File: src/rtl/fij_pkg.sv
package fij_pkg;

   localparam int unsigned CSR_DW        = 32;
   localparam int unsigned MASK_W        = 8;
   localparam int unsigned BIT_CSR_DPAR  = 16;
   localparam int unsigned BIT_CSR_APAR  = 17;
   localparam int unsigned BIT_DN_PAR    = 18;
   localparam int unsigned BIT_VSEQ      = 19;

   typedef struct packed {
      logic              vseq;      // stretch valid on mailbox packets
      logic              dn_par;    // invert downstream parity
      logic              csr_apar;  // invert CSR address parity, self-clearing
      logic              csr_dpar;  // invert CSR read-data parity
      logic [MASK_W-1:0] ecc_mask;  // per-check-bit flip mask
   } ctrl_t;

   // Readback image: write-only and reserved positions return zero.
   function automatic logic [CSR_DW-1:0] ctrl_image(input ctrl_t c);
      logic [CSR_DW-1:0] w;
      w                = '0;
      w[MASK_W-1:0]    = c.ecc_mask;
      w[BIT_CSR_DPAR]  = c.csr_dpar;
      w[BIT_DN_PAR]    = c.dn_par;
      w[BIT_VSEQ]      = c.vseq;
      return w;
   endfunction

endpackage

File: src/rtl/fij_csr_regs.sv
module fij_csr_regs
   import fij_pkg::*;
#(
   parameter int unsigned CSR_AW   = 8,
   parameter int unsigned REG_ADDR = 64
) (
   input  logic              clk,
   input  logic              rst_n,
   input  logic              req_i,
   input  logic              wr_i,
   input  logic [CSR_AW-1:0] addr_i,
   input  logic [CSR_DW-1:0] wdata_i,
   output logic [CSR_DW-1:0] rdata_o,
   output ctrl_t             ctrl_o
);

   localparam logic [CSR_AW-1:0] HIT_ADDR = REG_ADDR[CSR_AW-1:0];

   ctrl_t ctrl_q;
   logic  hit;
   logic  hit_wr;
   logic  hit_rd;
   logic  unused_wbits;

   assign hit    = req_i && (addr_i == HIT_ADDR);
   assign hit_wr = hit && wr_i;
   assign hit_rd = hit && !wr_i;

   always_ff @(posedge clk) begin
      if (!rst_n) begin
         ctrl_q <= '0;
      end else begin
         if (hit_wr) begin
            ctrl_q.vseq     <= wdata_i[BIT_VSEQ];
            ctrl_q.dn_par   <= wdata_i[BIT_DN_PAR];
            ctrl_q.csr_dpar <= wdata_i[BIT_CSR_DPAR];
            ctrl_q.ecc_mask <= wdata_i[MASK_W-1:0];
         end
         // Any access that saw the forced address parity consumes it.
         if (ctrl_q.csr_apar && req_i) begin
            ctrl_q.csr_apar <= 1'b0;
         end else if (hit_wr) begin
            ctrl_q.csr_apar <= wdata_i[BIT_CSR_APAR];
         end
      end
   end

   assign rdata_o      = hit_rd ? ctrl_image(ctrl_q) : '0;
   assign ctrl_o       = ctrl_q;
   assign unused_wbits = ^{wdata_i[CSR_DW-1:BIT_VSEQ+1], wdata_i[BIT_CSR_DPAR-1:MASK_W]};

endmodule

File: src/rtl/fij_flip.sv
module fij_flip #(
   parameter int unsigned W     = 1,
   parameter bit          GATED = 1'b1
) (
   input  logic [W-1:0] in_i,
   input  logic [W-1:0] mask_i,
   input  logic         en_i,
   output logic [W-1:0] out_o
);

   generate
      if (GATED) begin : g_gated
         assign out_o = en_i ? (in_i ^ mask_i) : in_i;
      end else begin : g_always
         logic unused_en;
         assign unused_en = en_i;
         assign out_o     = in_i ^ mask_i;
      end
   endgenerate

endmodule

File: src/rtl/fij_par_gen.sv
module fij_par_gen #(
   parameter int unsigned W   = 32,
   parameter bit          ODD = 1'b0
) (
   input  logic [W-1:0] data_i,
   input  logic         corrupt_i,
   output logic         par_o
);

   localparam logic SENSE = ODD;

   assign par_o = (^data_i) ^ SENSE ^ corrupt_i;

endmodule

File: src/rtl/fij_valid_stretch.sv
module fij_valid_stretch #(
   parameter int unsigned TYPE_W    = 3,
   parameter int unsigned MBOX_CODE = 5
) (
   input  logic              clk,
   input  logic              rst_n,
   input  logic              en_i,
   input  logic              valid_i,
   input  logic [TYPE_W-1:0] type_i,
   output logic              valid_o
);

   localparam logic [TYPE_W-1:0] MBOX = MBOX_CODE[TYPE_W-1:0];

   logic prev_q;
   logic mbox_q;
   logic pkt_start;
   logic pkt_end;

   assign pkt_start = valid_i && !prev_q;
   assign pkt_end   = prev_q && !valid_i;

   always_ff @(posedge clk) begin
      if (!rst_n) begin
         prev_q <= 1'b0;
         mbox_q <= 1'b0;
      end else begin
         prev_q <= valid_i;
         if (pkt_start) begin
            mbox_q <= (type_i == MBOX);
         end
      end
   end

   assign valid_o = valid_i || (en_i && pkt_end && mbox_q);

endmodule

File: src/rtl/fault_inj_ctl.sv
module fault_inj_ctl
   import fij_pkg::*;
#(
   parameter int unsigned DATA_W       = 64,
   parameter int unsigned RR_W         = 64,
   parameter int unsigned ECC_W        = 8,
   parameter int unsigned TYPE_W       = 3,
   parameter int unsigned MBOX_CODE    = 5,
   parameter int unsigned CSR_AW       = 8,
   parameter int unsigned REG_ADDR     = 64,
   parameter bit          CSR_PAR_ODD  = 1'b0,
   parameter bit          ECC_ON_VALID = 1'b1
) (
   input  logic              clk,
   input  logic              rst_n,
   input  logic              csr_req_i,
   input  logic              csr_wr_i,
   input  logic [CSR_AW-1:0] csr_addr_i,
   input  logic [31:0]       csr_wdata_i,
   input  logic              csr_apar_i,
   output logic              csr_apar_o,
   output logic [31:0]       csr_rdata_o,
   output logic              csr_rdata_par_o,
   input  logic              dn_valid_i,
   input  logic [TYPE_W-1:0] dn_type_i,
   input  logic [DATA_W-1:0] dn_data_i,
   input  logic              dn_par_i,
   output logic              dn_valid_o,
   output logic [TYPE_W-1:0] dn_type_o,
   output logic [DATA_W-1:0] dn_data_o,
   output logic              dn_par_o,
   input  logic              rr_valid_i,
   input  logic [RR_W-1:0]   rr_data_i,
   input  logic [ECC_W-1:0]  rr_ecc_i,
   output logic              rr_valid_o,
   output logic [RR_W-1:0]   rr_data_o,
   output logic [ECC_W-1:0]  rr_ecc_o
);

   generate
      if (ECC_W < 1 || ECC_W > MASK_W) begin : g_bad_ecc_w
         initial $fatal(1, "ECC_W must be in 1..8");
      end
      if (TYPE_W < 1 || TYPE_W > 16) begin : g_bad_type_w
         initial $fatal(1, "TYPE_W must be in 1..16");
      end
      if (MBOX_CODE >= (1 << TYPE_W)) begin : g_bad_mbox
         initial $fatal(1, "MBOX_CODE does not fit TYPE_W");
      end
      if (CSR_AW < 1 || CSR_AW > 30 || REG_ADDR >= (1 << CSR_AW)) begin : g_bad_addr
         initial $fatal(1, "REG_ADDR does not fit CSR_AW");
      end
      if (DATA_W < 1 || RR_W < 1) begin : g_bad_data_w
         initial $fatal(1, "data widths must be non-zero");
      end
   endgenerate

   ctrl_t              ctrl;
   logic [ECC_W-1:0]   ecc_mask;
   logic               dn_par_en;
   logic               vseq_en;
   logic               apar_en;
   logic               dpar_en;

   fij_csr_regs #(
      .CSR_AW   (CSR_AW),
      .REG_ADDR (REG_ADDR)
   ) u_regs (
      .clk     (clk),
      .rst_n   (rst_n),
      .req_i   (csr_req_i),
      .wr_i    (csr_wr_i),
      .addr_i  (csr_addr_i),
      .wdata_i (csr_wdata_i),
      .rdata_o (csr_rdata_o),
      .ctrl_o  (ctrl)
   );

   assign ecc_mask  = ctrl.ecc_mask[ECC_W-1:0];
   assign dn_par_en = ctrl.dn_par;
   assign vseq_en   = ctrl.vseq;
   assign apar_en   = ctrl.csr_apar;
   assign dpar_en   = ctrl.csr_dpar;

   generate
      if (ECC_W < MASK_W) begin : g_mask_trim
         logic unused_mask_hi;
         assign unused_mask_hi = ^ctrl.ecc_mask[MASK_W-1:ECC_W];
      end
   endgenerate

   // CSR side: address parity and read-data parity.
   fij_flip #(.W(1), .GATED(1'b1)) u_apar (
      .in_i   (csr_apar_i),
      .mask_i (1'b1),
      .en_i   (apar_en),
      .out_o  (csr_apar_o)
   );

   fij_par_gen #(.W(32), .ODD(CSR_PAR_ODD)) u_dpar (
      .data_i    (csr_rdata_o),
      .corrupt_i (dpar_en),
      .par_o     (csr_rdata_par_o)
   );

   // Downstream bus: parity flip and valid stretch.
   fij_flip #(.W(1), .GATED(1'b1)) u_dn_par (
      .in_i   (dn_par_i),
      .mask_i (1'b1),
      .en_i   (dn_par_en),
      .out_o  (dn_par_o)
   );

   fij_valid_stretch #(
      .TYPE_W    (TYPE_W),
      .MBOX_CODE (MBOX_CODE)
   ) u_stretch (
      .clk     (clk),
      .rst_n   (rst_n),
      .en_i    (vseq_en),
      .valid_i (dn_valid_i),
      .type_i  (dn_type_i),
      .valid_o (dn_valid_o)
   );

   assign dn_type_o = dn_type_i;
   assign dn_data_o = dn_data_i;

   // Read return: per-check-bit flips.
   fij_flip #(.W(ECC_W), .GATED(ECC_ON_VALID)) u_ecc (
      .in_i   (rr_ecc_i),
      .mask_i (ecc_mask),
      .en_i   (rr_valid_i),
      .out_o  (rr_ecc_o)
   );

   assign rr_valid_o = rr_valid_i;
   assign rr_data_o  = rr_data_i;

endmodule

File: config.mk
export PLATFORM = sky130hd
export DESIGN_NAME = fault_inj_ctl
export DESIGN_NICKNAME = d
export VERILOG_FILES = /design/src/rtl/fij_pkg.sv /design/src/rtl/fij_csr_regs.sv /design/src/rtl/fij_flip.sv /design/src/rtl/fij_par_gen.sv /design/src/rtl/fij_valid_stretch.sv /design/src/rtl/fault_inj_ctl.sv
export SDC_FILE = /design/constraint.sdc
export NUM_CORES = 1
export LEC_CHECK = 0
export CELL_PAD_IN_SITES_DETAIL_PLACEMENT = 0
export CELL_PAD_IN_SITES_GLOBAL_PLACEMENT = 1
export CORE_MARGIN = 3
export CORE_UTILIZATION = 11
export DETAILED_ROUTE_END_ITERATION = 10
export HOLD_SLACK_MARGIN = 0.06
export PLACE_DENSITY = 0.81
export SETUP_SLACK_MARGIN = 0.05
export SLEW_MARGIN = 20
export SYNTH_ARGS = -nofsm -noshare
export SYNTH_HDL_FRONTEND = slang
export SYNTH_SLANG_ARGS = --single-unit
export TNS_END_PERCENT = 100
File: constraint.sdc
create_clock -name clk -period 1.5 [get_ports clk]
set_input_delay 0.225 -clock clk [delete_from_list [all_inputs] [get_ports clk]]
set_output_delay 0.225 -clock clk [all_outputs]
set_load 0.1 [all_outputs]
* Yosys cells after proc, flatten, opt, wreduce, memory -nomap -nowiden
Index checks and enable logic that the tools add are counted.
** Operators by class
- Add/sub/neg operators :: 0
- Multipliers :: 0
- Divide/modulo/power cells :: 0
- $lt $le $gt $ge :: 0
- Equality and inequality tests :: 2
- Shift operators :: 0
- Muxes and demuxes :: 4
- Bitwise gates (word level) :: 5
- Reductions and logical operators :: 14
** Operators with widths (number)
- 32-bit parity :: 1
- 20-bit two-way mux :: 1
- 8-bit by 7-bit equality test with 1-bit output, second input constant :: 1
- 1-bit logical AND :: 8
- 8-bit two-way mux :: 1
- 8-bit bitwise XOR :: 1
- 3-bit equality test, second input constant :: 1
- 1-bit zero test :: 3
- 1-bit inverter :: 3
- 1-bit two-way mux :: 2
- 2-bit OR reduction :: 1
- 1-bit logical OR :: 1
- 1-bit bitwise XOR :: 1
** Storage, ports and cells
- Bits in registers :: 14
- Latch bits :: 0
- Bits in writable memories :: 0
- Bits in read-only memories :: 0
- Output and inout port bits :: 176
- Logic and storage cells :: 32
- Memories :: 0

* Depth between registers and ports, before layout
Gate-level depths: netlist of run 1.
- Depth in word-level cells :: 6
- Gate-level depth with buffers :: 5
- Depth with buffers taken out :: 4

* Modules after synthesis
From an unflattened synthesis of run 1, not the netlist that was laid out.
** Unflattened totals
- Cell total of the unflattened synthesis :: 285
- Area, all modules :: 2348.5 µm²
** Modules (own cells, without submodules)
- fault_inj_ctl :: times used 1, cells each 133, area an instance 994.7 µm²
- fij_csr_regs :: times used 1, cells each 92, area an instance 759.5 µm²
- fij_par_gen :: times used 1, cells each 31, area an instance 285.3 µm²
- fij_flip at u_ecc :: times used 1, cells each 17, area an instance 191.4 µm²
- fij_valid_stretch :: times used 1, cells each 8, area an instance 92.6 µm²
- fij_flip at u_apar ... :: times used 2, cells each 2, area an instance 12.5 µm²

* Worst setup path before layout of run 1
No wires, ideal clock.
- Path type :: input-to-output
- Start point :: input rr_valid_i
- End point :: output rr_ecc_o[0]
- Data arrival time :: 2.098 ns
- Setup slack :: -0.823 ns
- Stages :: 3
- Path buffers :: 1
- Path through :: clkbuf_1 > nand2_1 > xnor2_1
** On the way
- Longest elaborated chain between the ends :: 1
** Ends and longest elaborated chain
- from (decl) :: line fault_inj_ctl.sv:32 : input logic rr_valid_i,
- 8-bit two-way mux :: line fij_flip.sv:13 : assign out_o = en_i ? (in_i ^ mask_i) : in_i;
- to (decl) :: line fault_inj_ctl.sv:37 : output logic [ECC_W-1:0] rr_ecc_o
Every way passes these cells.

* Final worst setup path of run 1
- Start point :: register u_regs.ctrl_o[6] (netlist name)
- End point :: output csr_rdata_par_o
** On the way
- Longest elaborated chain between the ends :: 3
** Ends and longest elaborated chain
- 20-bit two-way mux :: line fij_csr_regs.sv:48 : assign rdata_o = hit_rd ? ctrl_image(ctrl_q) : '0;
- 32-bit parity :: line fij_par_gen.sv:12 : assign par_o = (^data_i) ^ SENSE ^ corrupt_i;
- 1-bit bitwise XOR :: line fij_par_gen.sv:12
- to (decl) :: line fault_inj_ctl.sv:23 : output logic csr_rdata_par_o,
Every way passes these cells.

==> results of run 1 <==
## worst min path at each step
| stage | depth (start not counted) | to | start | slack (ns) |
|---|---|---|---|---|
| after floorplan | 1 | u_stretch.prev_q$_SDFF_PN0_ | dn_valid_i | 0.35 |
| after global placement | 0 | dn_data_o[18] | dn_data_i[18] | 0.45 |
| after detailed placement | 0 | dn_data_o[18] | dn_data_i[18] | 0.45 |
| after CTS | 5 | u_regs.ctrl_o[9]$_SDFFE_PP0P_ | csr_req_i | 0.39 |
| after global routing | 5 | u_regs.ctrl_o[9]$_SDFFE_PP0P_ | csr_req_i | 0.43 |
| final | 5 | u_regs.ctrl_o[9]$_SDFFE_PP0P_ | csr_req_i | 0.37 |
## per-stage QoR
stage	cell area (um2)	power, mW	cells	setup TNS [ns]
2_1_floorplan	2320	2.49	269	-0.323
3_3_place_gp	2530	1.07	426	-9.58
3_5_place_dp	2530	1.07	426	-9.97
4_1_cts	2640	1.64	431	-2.05
5_1_grt	2660	1.67	431	-2.56
6_report	2660	1.62	431	-1.86
## worst register-to-register path, delay by kind of cell, from the launching register on
kind | cells | cell delay (ns)
AOI/OAI and AO/OA | 1 | 0.28
DFF | 1 | 0.30
and+or+nand+nor | 2 | 0.24
## sequential cells by signal, summed over array words and instances (netlist names)
name / count
u_regs.ctrl_o: 12
u_stretch.prev_q: 1
u_stretch.mbox_q: 1
## layer usage
metal | up-vias | global-route usage, %
met5 | - | 1.50
met4 | 2 | 5.25
met3 | 62 | 4.65
met2 | 158 | 8.39
met1 | 488 | 4.47
li1 | 503 | -
## final cells by class
| cell class | count | area [um2] | share of cell area (%) |
|---|---|---|---|
| multi-input combinational | 98 | 912 | 34.3 |
| timing repair buffer | 86 | 1090 | 40.9 |
| clock buffer | 4 | 88.8 | 3.34 |
| tap | 229 | 287 | 10.8 |
| sequential | 14 | 284 | 10.7 |
## power groups by stage
stage | combinational (mW) | sequential, mW | clock [mW]
floorplan | 2.10 | 0.383 | 0
global placement | 0.684 | 0.383 | 0
detailed placement | 0.686 | 0.383 | 0
CTS | 0.683 | 0.375 | 0.582
global route | 0.699 | 0.375 | 0.594
finish | 0.680 | 0.376 | 0.564
## cell usage in the layout, fill, tap and decap left out, types with 3 or more instances in the layout
| master | n |
|---|---|
| clkbuf_16 | 3 |
| xnor2_4 | 8 |
| clkdlybuf4s50_1 | 27 |
| and2_4 | 10 |
| buf_6 | 3 |
| buf_2 | 4 |
| buf_4 | 18 |
| nand2_1 | 4 |
| xnor2_1 | 5 |
| dlygate4sd2_1 | 3 |
| dfxtp_1 | 11 |
| conb_1 | 21 |
| dfxtp_2 | 3 |
| mux2i_1 | 12 |
| nand2_2 | 8 |
| buf_12 | 29 |
| nor2b_1 | 12 |
## cells by family (layout without fill, tap and decap cells)
kind of cell	after synthesis	after routing	synth area share, %
and+or+nand+nor	44	44	12.1
other	1	21	0.185
AOI/OAI and AO/OA	2	2	0.863
xor gates and xnor gates	18	18	8.82
buffers and inverters	157	90	57.5
muxes	13	13	6.66
DFF	14	14	13.8
## repair_timing
item                       in CTS  in global routing
gates cloned                    0                  0
setup endpoints to repair      32                 17
buffers inserted                1                  0
pin swaps                       6                  3
resized for setup              44                  7
==> flow_summary.json, run 1 <==
{
  "status": "finished with violations",
  "violations": "negative setup slack",
  "htreeDepth": 1,
  "dr.pass1.iters": 3,
  "initial_utilization_pct": 11.3,
  "drc": 0,
  "critical_path.max_stage_delay_ns": 0.47,
  "grt-ovfl-total": 0,
  "fin_nets": 390,
  "io_pins": 363,
  "wl_met2_um": 2730,
  "finalHoldViolations": 0,
  "worstPathRequired_ns": 1.27,
  "grt_usage_pct": 5.63,
  "crit_path_max_fanout": 2,
  "rsz0062_at_grt": "true",
  "fp.dieW_um": 142,
  "cts_hold_buf": 0,
  "end_kind": "primary output",
  "grt_pass1_wl_um": 8090,
  "r2r-end": "u_stretch.mbox_q$_SDFFE_PN0P_",
  "final-setup-viol-count": 12,
  "rows": 49,
  "slowest_stage": "xnor3_2",
  "fmax_mhz": 496,
  "crit_type": "reg -> out",
  "clock_path_buffers": 2,
  "seqPwrFrac_pct": 23.2,
  "synth_common_cells": "154 x buf_4, 14 x dfxtp_1, 14 x xnor2_1",
  "avgSynthCellArea_um2": 8.15,
  "vias_per_cell": 2.81,
  "syn_area_um2": 2030,
  "drive_above_1_share_pct": 49.5,
  "holdWs_ns": 0.367,
  "skew_ns": 0.0000106,
  "grt_max_degree": 15,
  "arrival_ns": 1.79,
  "synth_edf_count": 0,
  "clkLatencyLatePin_ns": 0.24,
  "dr_total_vias": 1213,
  "hold_class": "in -> reg",
  "cellLeakagePower_nw": 1.10,
  "ant_nets": 0,
  "cp-start-kind": "flop",
  "synth_top_area_share_pct": 57.0,
  "wirelength_um": 6080,
  "ir_drop_v": 0.000325,
  "ys.flop_type": "dfxtp_1",
  "wire_per_inst_um": 14.1,
  "cpLargestDelayFamily": "XOR/XNOR gates",
  "path_clk_slew_ns": 0.05,
  "antenna_found_initial": 0,
  "syn_inst": 249,
  "period_share_pct": 134,
  "diodes": 0,
  "async_flop_share_pct": 0,
  "synth_most_common_cell": "buf_4",
  "ff2ff_path_depth": 3,
  "r2r_slack_ns": 0.62,
  "drtIter0Drc": 21,
  "finish.utilization_pct": 14.8,
  "synth_area_leaders": "buf_4 57%, dfxtp_1 14%, xnor2_1 6.0%, mux2i_1 5.9%, nor2b_1 3.7%",
  "setup_slack_ns": -0.515,
  "switchingPower_uw": 627,
  "numCtsBuffers": 3,
  "die_area_um2": 20100,
  "drv_cap": 0,
  "cts_root_buffer": "clkbuf_16",
  "final-max-slew-violation-count": 0,
  "syn2layout_area_growth_pct": 31.0,
  "m1WireLength_um": 1580,
  "pre_cts_slack_ns": -0.609,
  "critPathBufInv": 1,
  "yosys.area.top_type": "buf_4",
  "powerDensity_nw_per_um2": 609,
  "top_layer_used": "met5",
  "pwr-share-clk_pct": 34.8,
  "ys_types": 23,
  "cts_tree": "built",
  "p_int_uw": 993,
  "power_frac_comb_pct": 42.0,
  "synth-seq-area-share_pct": 13.8,
  "die_y_um": 142,
  "dr_wl_met3_um": 1230,
  "yosys_warnings": 0,
  "port_buffers": 65,
  "grt_pass1_vias": 1239,
  "core_area_um2": 18000,
  "r2r_start": "u_stretch.prev_q$_SDFF_PN0_",
  "worstSetupEndpoint": "csr_rdata_par_o",
  "gp_congestion": 0.663,
  "crit_cells": 5,
  "crit_start": "u_regs.ctrl_o[6]$_SDFFE_PN0P_",
  "fin_crit_ns": 2.01,
  "crit_chain": "xnor2_2, xnor3_2, xnor2_1, mux2_4, buf_12",
  "sw_frac_of_total_pct": 38.7,
  "cts_sinks": 14,
  "fill_cells": 2020,
  "yosys_register_bits": 14,
  "place_hpwl_um": 5420
}
Note: power is estimated with default switching activity, not from simulation.
==> run 2, diff against run 1 <==
--- a/config.mk
+++ b/config.mk
@@ -7,12 +7,13 @@
 export LEC_CHECK = 0
 export CELL_PAD_IN_SITES_DETAIL_PLACEMENT = 0
 export CELL_PAD_IN_SITES_GLOBAL_PLACEMENT = 1
-export CORE_MARGIN = 3
-export CORE_UTILIZATION = 11
+export CORE_AREA = 2 2 139 141
 export DETAILED_ROUTE_END_ITERATION = 10
+export DIE_AREA = 0 0 141 143
 export HOLD_SLACK_MARGIN = 0.06
 export PLACE_DENSITY = 0.81
 export SETUP_SLACK_MARGIN = 0.05
+export SKIP_LAST_GASP = 1
 export SLEW_MARGIN = 20
 export SYNTH_ARGS = -nofsm -noshare
 export SYNTH_HDL_FRONTEND = slang
==> run 2 against run 1 <==
The flow still finishes with violations (negative setup slack). Fmax is 2.9% higher. Routed wire length is 0.15% lower. Worst setup slack gained 0.057 ns. Cell area grew 2.3%.
==> flow_summary.json, run 2 (synthesis gave the netlist of run 1 again) <==
{
  "status": "finished with violations",
  "violations": "negative setup slack",
  "ant_nets": 0,
  "end_kind": "primary output",
  "grt_max_degree": 15,
  "core_area_um2": 18600,
  "drv_cap": 0,
  "fp.dieW_um": 141,
  "rows": 50,
  "ir_drop_v": 0.000304,
  "grt_pass1_wl_um": 8220,
  "dr.pass1.iters": 4,
  "pre_cts_slack_ns": -0.564,
  "clkLatencyLatePin_ns": 0.25,
  "dr_total_vias": 1198,
  "path_clk_slew_ns": 0.06,
  "fin_nets": 388,
  "grt_pass1_vias": 1268,
  "place_hpwl_um": 5130,
  "design_area_um2": 2720,
  "drc": 0,
  "antenna_found_initial": 1,
  "initial_utilization_pct": 10.9,
  "cp-start-kind": "flop",
  "setup_slack_ns": -0.458,
  "gp_congestion": 0.617,
  "grt-ovfl-total": 0,
  "hold_class": "in -> reg",
  "wire_per_inst_um": 13.9,
  "cts_root_buffer": "clkbuf_16",
  "place_area_um2": 2520,
  "numCtsBuffers": 3,
  "port_buffers": 65,
  "pwr-share-clk_pct": 35.6,
  "cts_hold_buf": 0,
  "period_share_pct": 131,
  "sw_frac_of_total_pct": 39.2,
  "arrival_ns": 1.73,
  "power_frac_comb_pct": 41.5,
  "finish.utilization_pct": 14.6,
  "powerDensity_nw_per_um2": 603,
  "crit_path_max_fanout": 2,
  "largest_reg_flops": 12,
  "fin_crit_ns": 1.96,
  "grt_usage_pct": 5.85,
  "final-setup-viol-count": 11,
  "layout_common_cells": "32 x buf_12, 27 x clkdlybuf4s50_1, 21 x conb_1",
  "io_pins": 363,
  "final-max-slew-violation-count": 0,
  "crit_type": "reg -> out",
  "die_area_um2": 20200,
  "drive_above_1_share_pct": 49.0,
  "finalHoldViolations": 0,
  "final_common_cell": "buf_12",
  "seqPwrFrac_pct": 22.9,
  "cts_tree": "built",
  "vias_per_cell": 2.75,
  "switchingPower_uw": 643,
  "syn2layout_area_growth_pct": 34.0,
  "die_y_um": 143,
  "clock_path_buffers": 2,
  "skew_ns": 0.0000429,
  "drtIter0Drc": 18,
  "wirelength_um": 6070,
  "cellLeakagePower_nw": 1.12,
  "rsz0062_at_grt": "true",
  "p_int_uw": 997,
  "worstPathRequired_ns": 1.27,
  "fmax_mhz": 511,
  "htreeDepth": 1,
  "cts_sinks": 14
}
## run 2: cell type report
class | instances | area (um2)
Antenna cell | 1 | 2.50
Timing Repair Buffer | 84 | 1130
Fill cell | 2027 | 15900
Multi-Input combinational cell | 98 | 921
Clock buffer | 4 | 88.8
Sequential cell | 14 | 285
Tap cell | 234 | 293
## run 2: what timing repair did
action,in CTS,in global routing
gates resized for setup,50,7
endpoints found under the setup margin,20,17
pin swaps,14,4
setup buffers,4,0
## run 2: routing by layer
metal  track usage (%)  routed length (um)  up-vias  share of wire, %
li1                  -                   -      503                 -
met1              5.08                1790      496                30
met2              8.29                2610      141                43
met3              4.06                1050       58                17
met4              6.89                 610        0                10
met5                 0                   0        -                 0
## run 2: power groups by stage
stage | clock network (mW) | registers [mW] | logic [mW]
6_report | 0.583 | 0.376 | 0.681
4_1_cts | 0.630 | 0.375 | 0.684
2_1_floorplan | 0 | 0.383 | 2.10
3_3_place_gp | 0 | 0.383 | 0.677
3_5_place_dp | 0 | 0.383 | 0.681
5_1_grt | 0.636 | 0.375 | 0.701
## run 2: worst paths after layout
check	startpoint	end	slack, ns	cells after the start
max reg2reg	u_stretch.prev_q$_SDFF_PN0_	u_stretch.mbox_q$_SDFFE_PN0P_	0.62	3
max	u_regs.ctrl_o[5]$_SDFFE_PN0P_	csr_rdata_par_o	-0.46	5
min reg2reg	u_stretch.mbox_q$_SDFFE_PN0P_	u_stretch.mbox_q$_SDFFE_PN0P_	0.55	3
min	csr_req_i	u_regs.ctrl_o[9]$_SDFFE_PP0P_	0.34	5
## run 2: worst max-delay path, cell delays in order, from the launching register on
cell and delay (ns):
dfxtp_2 0.32, xnor2_1 0.15, xnor3_1 0.44, xnor2_1 0.15, mux2_4 0.27, buf_12 0.17
## run 2: metrics by stage
step           cells  power (mW)  hold WS (ns)  setup TNS [ns]
6_report         435        1.64         0.337           -1.12
5_1_grt          434        1.71         0.387           -1.75
4_1_cts          434        1.69         0.341           -1.47
3_5_place_dp     426        1.06         0.451           -7.45
3_3_place_gp     426        1.06         0.451           -6.66
2_1_floorplan    269        2.49         0.352          -0.323
